## src/rtl/vwin_pkg.sv

```systemverilog
package vwin_pkg;

    // Comparator bank slot assignment
    localparam int CMP_N        = 7;
    localparam int IDX_OV_TRIP  = 0;   // sense above overvoltage limit
    localparam int IDX_UV_TRIP  = 1;   // sense below undervoltage limit
    localparam int IDX_HI_TRIP  = 2;   // sense above window top
    localparam int IDX_HI_CLR   = 3;   // sense back under window top minus hysteresis
    localparam int IDX_LO_TRIP  = 4;   // sense below window bottom
    localparam int IDX_LO_CLR   = 5;   // sense back over window bottom plus hysteresis
    localparam int IDX_REL      = 6;   // sense below crowbar release level

    typedef struct packed {
        logic ss_seen;
        logic out_hi;
        logic out_lo;
    } pg_state_t;

    typedef struct packed {
        logic uv;
        logic ov;
        logic crowbar;
    } flt_state_t;

endpackage

```

## src/rtl/vwin_cmp.sv

```systemverilog
module vwin_cmp #(
    parameter int                        W     = 12,
    parameter int                        N     = 7,
    parameter logic [N*W-1:0]            THR   = '0,
    parameter logic [N-1:0]              ABOVE = '0
) (
    input  logic [W-1:0] sense,
    output logic [N-1:0] hit
);

    for (genvar i = 0; i < N; i++) begin : g_cmp
        localparam logic [W-1:0] T = THR[i*W +: W];
        if (ABOVE[i]) begin : g_above
            assign hit[i] = (sense > T);
        end else begin : g_below
            assign hit[i] = (sense < T);
        end
    end

endmodule

```

## src/rtl/vwin_pg_window.sv

```systemverilog
module vwin_pg_window
    import vwin_pkg::*;
(
    input  logic clk,
    input  logic rst,
    input  logic sample_valid,
    input  logic ss_done,
    input  logic hi_trip,
    input  logic hi_clr,
    input  logic lo_trip,
    input  logic lo_clr,
    input  logic fault_any,
    output logic ss_armed,
    output logic power_good
);

    pg_state_t st_d, st_q;

    always_comb begin
        st_d = st_q;
        if (ss_done) begin
            st_d.ss_seen = 1'b1;
        end
        if (sample_valid) begin
            if (hi_trip) begin
                st_d.out_hi = 1'b1;
            end else if (hi_clr) begin
                st_d.out_hi = 1'b0;
            end
            if (lo_trip) begin
                st_d.out_lo = 1'b1;
            end else if (lo_clr) begin
                st_d.out_lo = 1'b0;
            end
        end
    end

    always_ff @(posedge clk) begin
        if (rst) begin
            st_q.ss_seen <= 1'b0;
            st_q.out_hi  <= 1'b0;
            st_q.out_lo  <= 1'b1;   // no sample yet: treat as outside window
        end else begin
            st_q <= st_d;
        end
    end

    assign ss_armed   = st_q.ss_seen | ss_done;
    assign power_good = st_q.ss_seen & ~st_q.out_hi & ~st_q.out_lo & ~fault_any;

endmodule

```

## src/rtl/vwin_fault_latch.sv

```systemverilog
module vwin_fault_latch
    import vwin_pkg::*;
(
    input  logic clk,
    input  logic rst,
    input  logic sample_valid,
    input  logic ss_armed,
    input  logic ov_trip,
    input  logic uv_trip,
    input  logic rel_hit,
    output logic uv_fault,
    output logic ov_fault,
    output logic hs_force_off,
    output logic ls_force_on,
    output logic ls_force_off
);

    flt_state_t st_d, st_q;

    always_comb begin
        st_d = st_q;
        if (sample_valid) begin
            if (ov_trip) begin
                st_d.ov      = 1'b1;
                st_d.crowbar = 1'b1;
            end else if (st_q.ov && rel_hit) begin
                st_d.crowbar = 1'b0;
            end
            if (uv_trip && ss_armed) begin
                st_d.uv = 1'b1;
            end
        end
    end

    always_ff @(posedge clk) begin
        if (rst) begin
            st_q <= '0;
        end else begin
            st_q <= st_d;
        end
    end

    assign uv_fault     = st_q.uv;
    assign ov_fault     = st_q.ov;
    assign hs_force_off = st_q.uv | st_q.ov;
    assign ls_force_on  = st_q.crowbar;
    assign ls_force_off = st_q.uv & ~st_q.ov;

endmodule

```

## src/rtl/vwin_monitor.sv

```systemverilog
module vwin_monitor
    import vwin_pkg::*;
#(
    parameter int SENSE_W   = 12,
    parameter int OV_MV     = 1000,
    parameter int UV_MV     = 600,
    parameter int PG_HI_MV  = 890,
    parameter int PG_LO_MV  = 710,
    parameter int VREF_MV   = 800,
    parameter int HYST_MV   = 20
) (
    input  logic               clk,
    input  logic               rst,
    input  logic               sample_valid,
    input  logic [SENSE_W-1:0] sense_mv,
    input  logic               ss_done,
    output logic               power_good,
    output logic               hs_force_off,
    output logic               ls_force_on,
    output logic               ls_force_off,
    output logic               uv_fault,
    output logic               ov_fault
);

    localparam int REL_MV = VREF_MV / 2;

    // Slot order follows IDX_* in the package (slot 0 at the LSB)
    localparam logic [CMP_N*SENSE_W-1:0] THR_VEC = {
        SENSE_W'(REL_MV),
        SENSE_W'(PG_LO_MV + HYST_MV - 1),
        SENSE_W'(PG_LO_MV),
        SENSE_W'(PG_HI_MV - HYST_MV + 1),
        SENSE_W'(PG_HI_MV),
        SENSE_W'(UV_MV),
        SENSE_W'(OV_MV)
    };
    localparam logic [CMP_N-1:0] ABOVE_VEC = 7'b0100101;

    logic [CMP_N-1:0] hit;
    logic             ss_armed;

    vwin_cmp #(
        .W     (SENSE_W),
        .N     (CMP_N),
        .THR   (THR_VEC),
        .ABOVE (ABOVE_VEC)
    ) u_cmp (
        .sense (sense_mv),
        .hit   (hit)
    );

    vwin_pg_window u_pg (
        .clk          (clk),
        .rst          (rst),
        .sample_valid (sample_valid),
        .ss_done      (ss_done),
        .hi_trip      (hit[IDX_HI_TRIP]),
        .hi_clr       (hit[IDX_HI_CLR]),
        .lo_trip      (hit[IDX_LO_TRIP]),
        .lo_clr       (hit[IDX_LO_CLR]),
        .fault_any    (hs_force_off),
        .ss_armed     (ss_armed),
        .power_good   (power_good)
    );

    vwin_fault_latch u_flt (
        .clk          (clk),
        .rst          (rst),
        .sample_valid (sample_valid),
        .ss_armed     (ss_armed),
        .ov_trip      (hit[IDX_OV_TRIP]),
        .uv_trip      (hit[IDX_UV_TRIP]),
        .rel_hit      (hit[IDX_REL]),
        .uv_fault     (uv_fault),
        .ov_fault     (ov_fault),
        .hs_force_off (hs_force_off),
        .ls_force_on  (ls_force_on),
        .ls_force_off (ls_force_off)
    );

endmodule

```

## config.mk

```make
export PLATFORM = sky130hd
export DESIGN_NAME = vwin_monitor
export DESIGN_NICKNAME = d
export VERILOG_FILES = /design/src/rtl/vwin_pkg.sv /design/src/rtl/vwin_cmp.sv /design/src/rtl/vwin_pg_window.sv /design/src/rtl/vwin_fault_latch.sv /design/src/rtl/vwin_monitor.sv
export SDC_FILE = /design/constraint.sdc
export NUM_CORES = 1
export LEC_CHECK = 0
export BUFFER_PORTS_ARGS = -buffer_cell sky130_fd_sc_hd__buf_2
export CAP_MARGIN = 20
export CORE_AREA = 2 2 39 41
export CTS_BUF_LIST = sky130_fd_sc_hd__clkbuf_8 sky130_fd_sc_hd__clkbuf_16
export DETAILED_ROUTE_END_ITERATION = 12
export DIE_AREA = 0 0 41 43
export MAX_ROUTING_LAYER = met4
export SLEW_MARGIN = 30
export SYNTH_ARGS = -nofsm -noshare
export SYNTH_HDL_FRONTEND = slang
export SYNTH_SLANG_ARGS = --single-unit
```

## constraint.sdc

```tcl
create_clock -name clk -period 2.7 [get_ports clk]
set_input_delay 0.54 -clock clk [delete_from_list [all_inputs] [get_ports clk]]
set_output_delay 0.54 -clock clk [all_outputs]
set_load 0.02 [all_outputs]
```

# Word level (Yosys, flattened, before mapping)
# Cells that the tools add are included.
[word_totals] reg_bits=6 out_inout_bits=6 wordCells=39
[classes] n_lt_le_gt_ge=7 mux=6 n_bitwise=10 reduce_logical=10
[ops] cell="> comparator 12 x 10 -> 1 bit (second input constant)" count=3
[ops] cell="< comparator 12 x 10 -> 1 bit (second input constant)" count=3
[ops] cell="< comparator 12 x 9 -> 1 bit (second input constant)" count=1
[ops] cell="AND reduction 2 bit" count=5
[ops] cell="2-to-1 mux 1 bit" count=6
[ops] cell="nonzero test 2 bit" count=3
[ops] cell="AND 1 bit" count=4
[ops] cell="NOT 1 bit" count=4
[ops] cell="logical AND 1 bit" count=2
[ops] cell="OR 1 bit" count=2

# Depth between registers and ports, before layout
[depth] ltp_word=4 mapped_depth=5 mapped_depth_nobuf=4

# Hierarchy
# Synthesis repeated with hierarchy kept, for this count alone.
[hier_totals] cells_unflattened=53 hier_area_um2=436.7
[modules_own_cells] module="vwin_cmp" instances=1 cells_per_inst=30 area_per_inst_um2=206.4
[modules_own_cells] module="vwin_fault_latch" instances=1 cells_per_inst=12 area_per_inst_um2=116.4
[modules_own_cells] module="vwin_pg_window" instances=1 cells_per_inst=11 area_per_inst_um2=113.9

# Worst setup path before layout
# No wires, ideal clock.
[synth_timing] path_kind="reg-to-output" start="reg u_flt.st_q, in the netlist u_flt.uv_fault" end="out power_good" t_arrival_ns=1.507 path_slack_ns=0.653 path_stages_with_launch=3 path_buffers=0 path_cell_list="dfxtp_1 > or2_2 > nor4b_1"
[synth_via] elab_chain_cells=3
[synth_lines] item="start: declaration" line_no="vwin_fault_latch.sv:18" rtl="flt_state_t st_d, st_q;"
[synth_lines] item="start signal: assignment" line_no="vwin_fault_latch.sv:39" rtl="st_q <= st_d;"
[synth_lines] item="OR 1 bit" line_no="vwin_fault_latch.sv:45" rtl="assign hs_force_off = st_q.uv | st_q.ov;"
[synth_lines] item="via hs_force_off" line_no="vwin_monitor.sv:18" rtl="output logic hs_force_off,"
[synth_lines] item="NOT 1 bit" line_no="vwin_pg_window.sv:49" rtl="assign power_good = st_q.ss_seen & ~st_q.out_hi & ~st_q.out_lo & ~fault_any;"
[synth_lines] item="AND 1 bit" line_no="vwin_pg_window.sv:49"
[synth_lines] item="end: declaration" line_no="vwin_monitor.sv:17" rtl="output logic power_good,"
# The timed path passes the listed nets, and every way through them passes these cells.

# Worst setup path after layout
[layout_timing] start="reg u_flt.st_q, in the netlist u_flt.uv_fault" end="out power_good"
[layout_via] elab_chain_cells=3
[layout_lines] item="OR 1 bit" line_no="vwin_fault_latch.sv:45"
[layout_lines] item="NOT 1 bit" line_no="vwin_pg_window.sv:49"
[layout_lines] item="AND 1 bit" line_no="vwin_pg_window.sv:49"
# Every way passes these cells.

==> flow_summary_export.csv <==
group,metric,value,unit
outcome,outcome,"finished clean",
layout,layout-drive-gt1-share,0.329,
floorplan,die_y,43,µm
sta,fin_tns_setup,0,ns
logic_synthesis,synthDominantCellAreaShare,0.293,
drt,wl_met2,509,µm
critical_path,cp-endpoint,"power_good",
logic_synthesis,ys_seq_area_frac,0.293,
place,place_area,531,µm²
drt,highest_layer,"met3",
clock_network,post_cts_resized,0,
drt,drt-wirelength-per-cell,12.3,µm
drt,totalWireLength,1130,µm
clock_network,post_cts_buffers,0,
critical_path,rr_endpoint,"u_pg.st_q[1]",
drt,viasPerCell,5.72,
drt,postRouteAntennaNets,0,
place,dp_cells,89,
critical_path,reg2reg_setup_slack,1.65,ns
global_routing,grt_pass1_wl,1680,µm
drt,drc,0,
critical_path,crit_required,2.16,ns
logic_synthesis,syn_avg_cell_area,7.74,µm²
floorplan,start_util,0.297,
clock_network,cts_hold_buf,0,
sta,period_share,0.667,
logic_synthesis,yosys-top-cells-area,"dfxtp_1 (29%), a21oi_1 (6.1%), nand4_1 (6.1%)",
clock_network,cts-buffers-inserted,3,
drt,wl_met1,522,µm
layout,fin_nets,94,
clock_network,clk_latency,0.22,ns
layout,utilization,0.413,
logic_synthesis,synth_seq_cells,6,
global_routing,antenna_found_initial,0,
logic_synthesis,netlist_area,410,µm²
clock_network,cts_tree,"done",
layout,syn_to_final_growth,39.3,%
global_routing,grt_start_max_net_pins,10,
sta,worstMarginPinSlew,0.372,ns
critical_path,worst_setup_path_end_kind,"primary output",
logic_synthesis,yosysWarnings,0,
critical_path,critical_path.startpoint,"u_flt.uv_fault",
critical_path,r2r_cells,2,
global_routing,grt_pass1_vias,423,
layout,diodes,0,
drt,dr_wl_met3,96,µm
logic_synthesis,synth_commonest_cells,"dfxtp_1 (6), nor2_1 (6), a21oi_1 (5)",
place,port_buffers,21,
job,maxCapViolCount,0,
sta,grt_setup_unrepaired,"no",
global_routing,grt_overflow,0,
drt,vias,526,
clock_network,clk_pin_slew_worst_paths,0.03,ns
pwr,leakagePower,0.253,nW
critical_path,cp_max_fo,4,
critical_path,startpoint_type,"flop",
floorplan,coreArea,0.00138,mm²
critical_path,timing.rr.start,"u_pg.st_q[1]",
sta,max_slew_margin,0.745,
place,finalWeightedCongestion,0.699,
sta,hold_ws,0.461,ns
logic_synthesis,synthesis.nets,69,
floorplan,fp-row-count,14,
drt,drt_iter0_drc,7,
drt,first_pass_iters,4,
sta,max_freq,555,MHz
critical_path,critPathKind,"flop to primary output",
pwr,power,0.289,mW
layout,stdcell_area,572,µm²
sta,clock_skew,0.0000781,ns
floorplan,die_w,41,µm
floorplan,die-area,0.00176,mm²
place,post-place-ws,1.09,ns
pwr,ir_worst_vdd,321,µV
global_routing,track_usage,0.140,
pwr,powerDensity,506,mW/mm²
sta,setup_viol,0,
floorplan,io_pins,22,
sta,hold_viol_final,0,
clock_network,root_buffer,"clkbuf_8",
hold_path,hold_path_class,"flop to flop",
clock_network,clock_path_buffers,2,
sta,setup_slack,0.898,ns
clock_network,cts_sinks,6,
logic_synthesis,synth_ff_type,"dfxtp_1",
logic_synthesis,synth_cell_types,27,
layout,fin_cells,92,
sta,period_needed,1.80,ns
logic_synthesis,synthCells,53,
logic_synthesis,synth_top_area_cell,"dfxtp_1",
logic_synthesis,synth_edf_count,0,
critical_path,cp.arrival,1.26,ns
clock_network,htree_levels,1,
logic_synthesis,synthArstFlopShare,0,
sta,slew_violations,0,
==> worst min path at each step <==
stage | startpoint | end | slack (ns) | cells after the start
CTS | u_flt.ls_force_on | u_flt.ls_force_on | 0.46 | 2
floorplan | u_pg.st_q[0] | u_pg.st_q[0] | 0.45 | 2
global route | u_flt.ls_force_on | u_flt.ls_force_on | 0.50 | 2
global placement | u_flt.ls_force_on | u_flt.ls_force_on | 0.46 | 2
detailed placement | u_flt.ls_force_on | u_flt.ls_force_on | 0.46 | 2
finish | u_flt.ls_force_on | u_flt.ls_force_on | 0.46 | 2
==> area by class of cell <==
type | count | area, µm²
Sequential cell | 6 | 120
Clock buffer | 3 | 41.3
Tap cell | 16 | 20.0
Fill cell | 150 | 812
Multi-Input combinational cell | 44 | 278
Timing Repair Buffer | 21 | 105
Inverter | 2 | 7.51
==> cell families (layout without fill, tap and decap cells) <==
family	Yosys count	count (layout)	synth area share
AO/OA/AOI/OAI	18	18	0.320
AND/OR/NAND/NOR	26	26	0.357
buffers and inverters	3	26	0.0305
flip-flops	6	6	0.293
==> state kept, by name (all words and copies together), names as in the netlist <==
register,count
u_flt.uv_fault,1
u_pg.st_q,3
u_flt.ls_force_on,1
u_flt.ov_fault,1
==> worst max-delay path, cell delays in order, from the launching register on <==
cell	delay, ns
dfxtp_1	0.32
or2_2	0.30
nor4b_1	0.22
buf_2	0.21
==> layout by cell type, fill, tap and decap left out <==
master | synthesis | layout
nor2_1 | 6 | 6
o21ai_0 | 1 | 1
o2111ai_1 | 2 | 2
nor2b_1 | 4 | 4
nand3_1 | 1 | 1
a311oi_1 | 1 | 1
o311a_1 | 1 | 1
buf_2 | 1 | 21
inv_1 | 2 | 2
nor3_1 | 1 | 1
a31oi_1 | 2 | 2
nand4_1 | 4 | 4
nand4b_1 | 1 | 1
dfxtp_1 | 6 | 6
a2111oi_0 | 1 | 1
or4b_1 | 1 | 1
clkbuf_8 | 0 | 3
a41o_1 | 1 | 1
o41ai_1 | 2 | 2
nor4_1 | 1 | 1
and3_1 | 1 | 1
or3_1 | 1 | 1
a21oi_1 | 5 | 5
or2_2 | 1 | 1
nor4b_1 | 1 | 1
o31ai_1 | 1 | 1
o311ai_0 | 1 | 1
nand2_1 | 3 | 3
==> power breakdown <==
part | switching [mW] | internal, mW | leakage, nW
Clock | 0.0337 | 0.0953 | 0.0216
Combinational | 0.0361 | 0.0241 | 0.182
Sequential | 0.00427 | 0.0959 | 0.0500
==> per-layer routing <==
| metal | up-vias | GRT usage |
|---|---|---|
| li1 | 266 | - |
| met1 | 236 | 0.177 |
| met2 | 24 | 0.206 |
| met3 | 0 | 0.0157 |
| met4 | 0 | 0.0800 |
| met5 | - | - |
No activity file was read; power rests on OpenSTA's default activity.
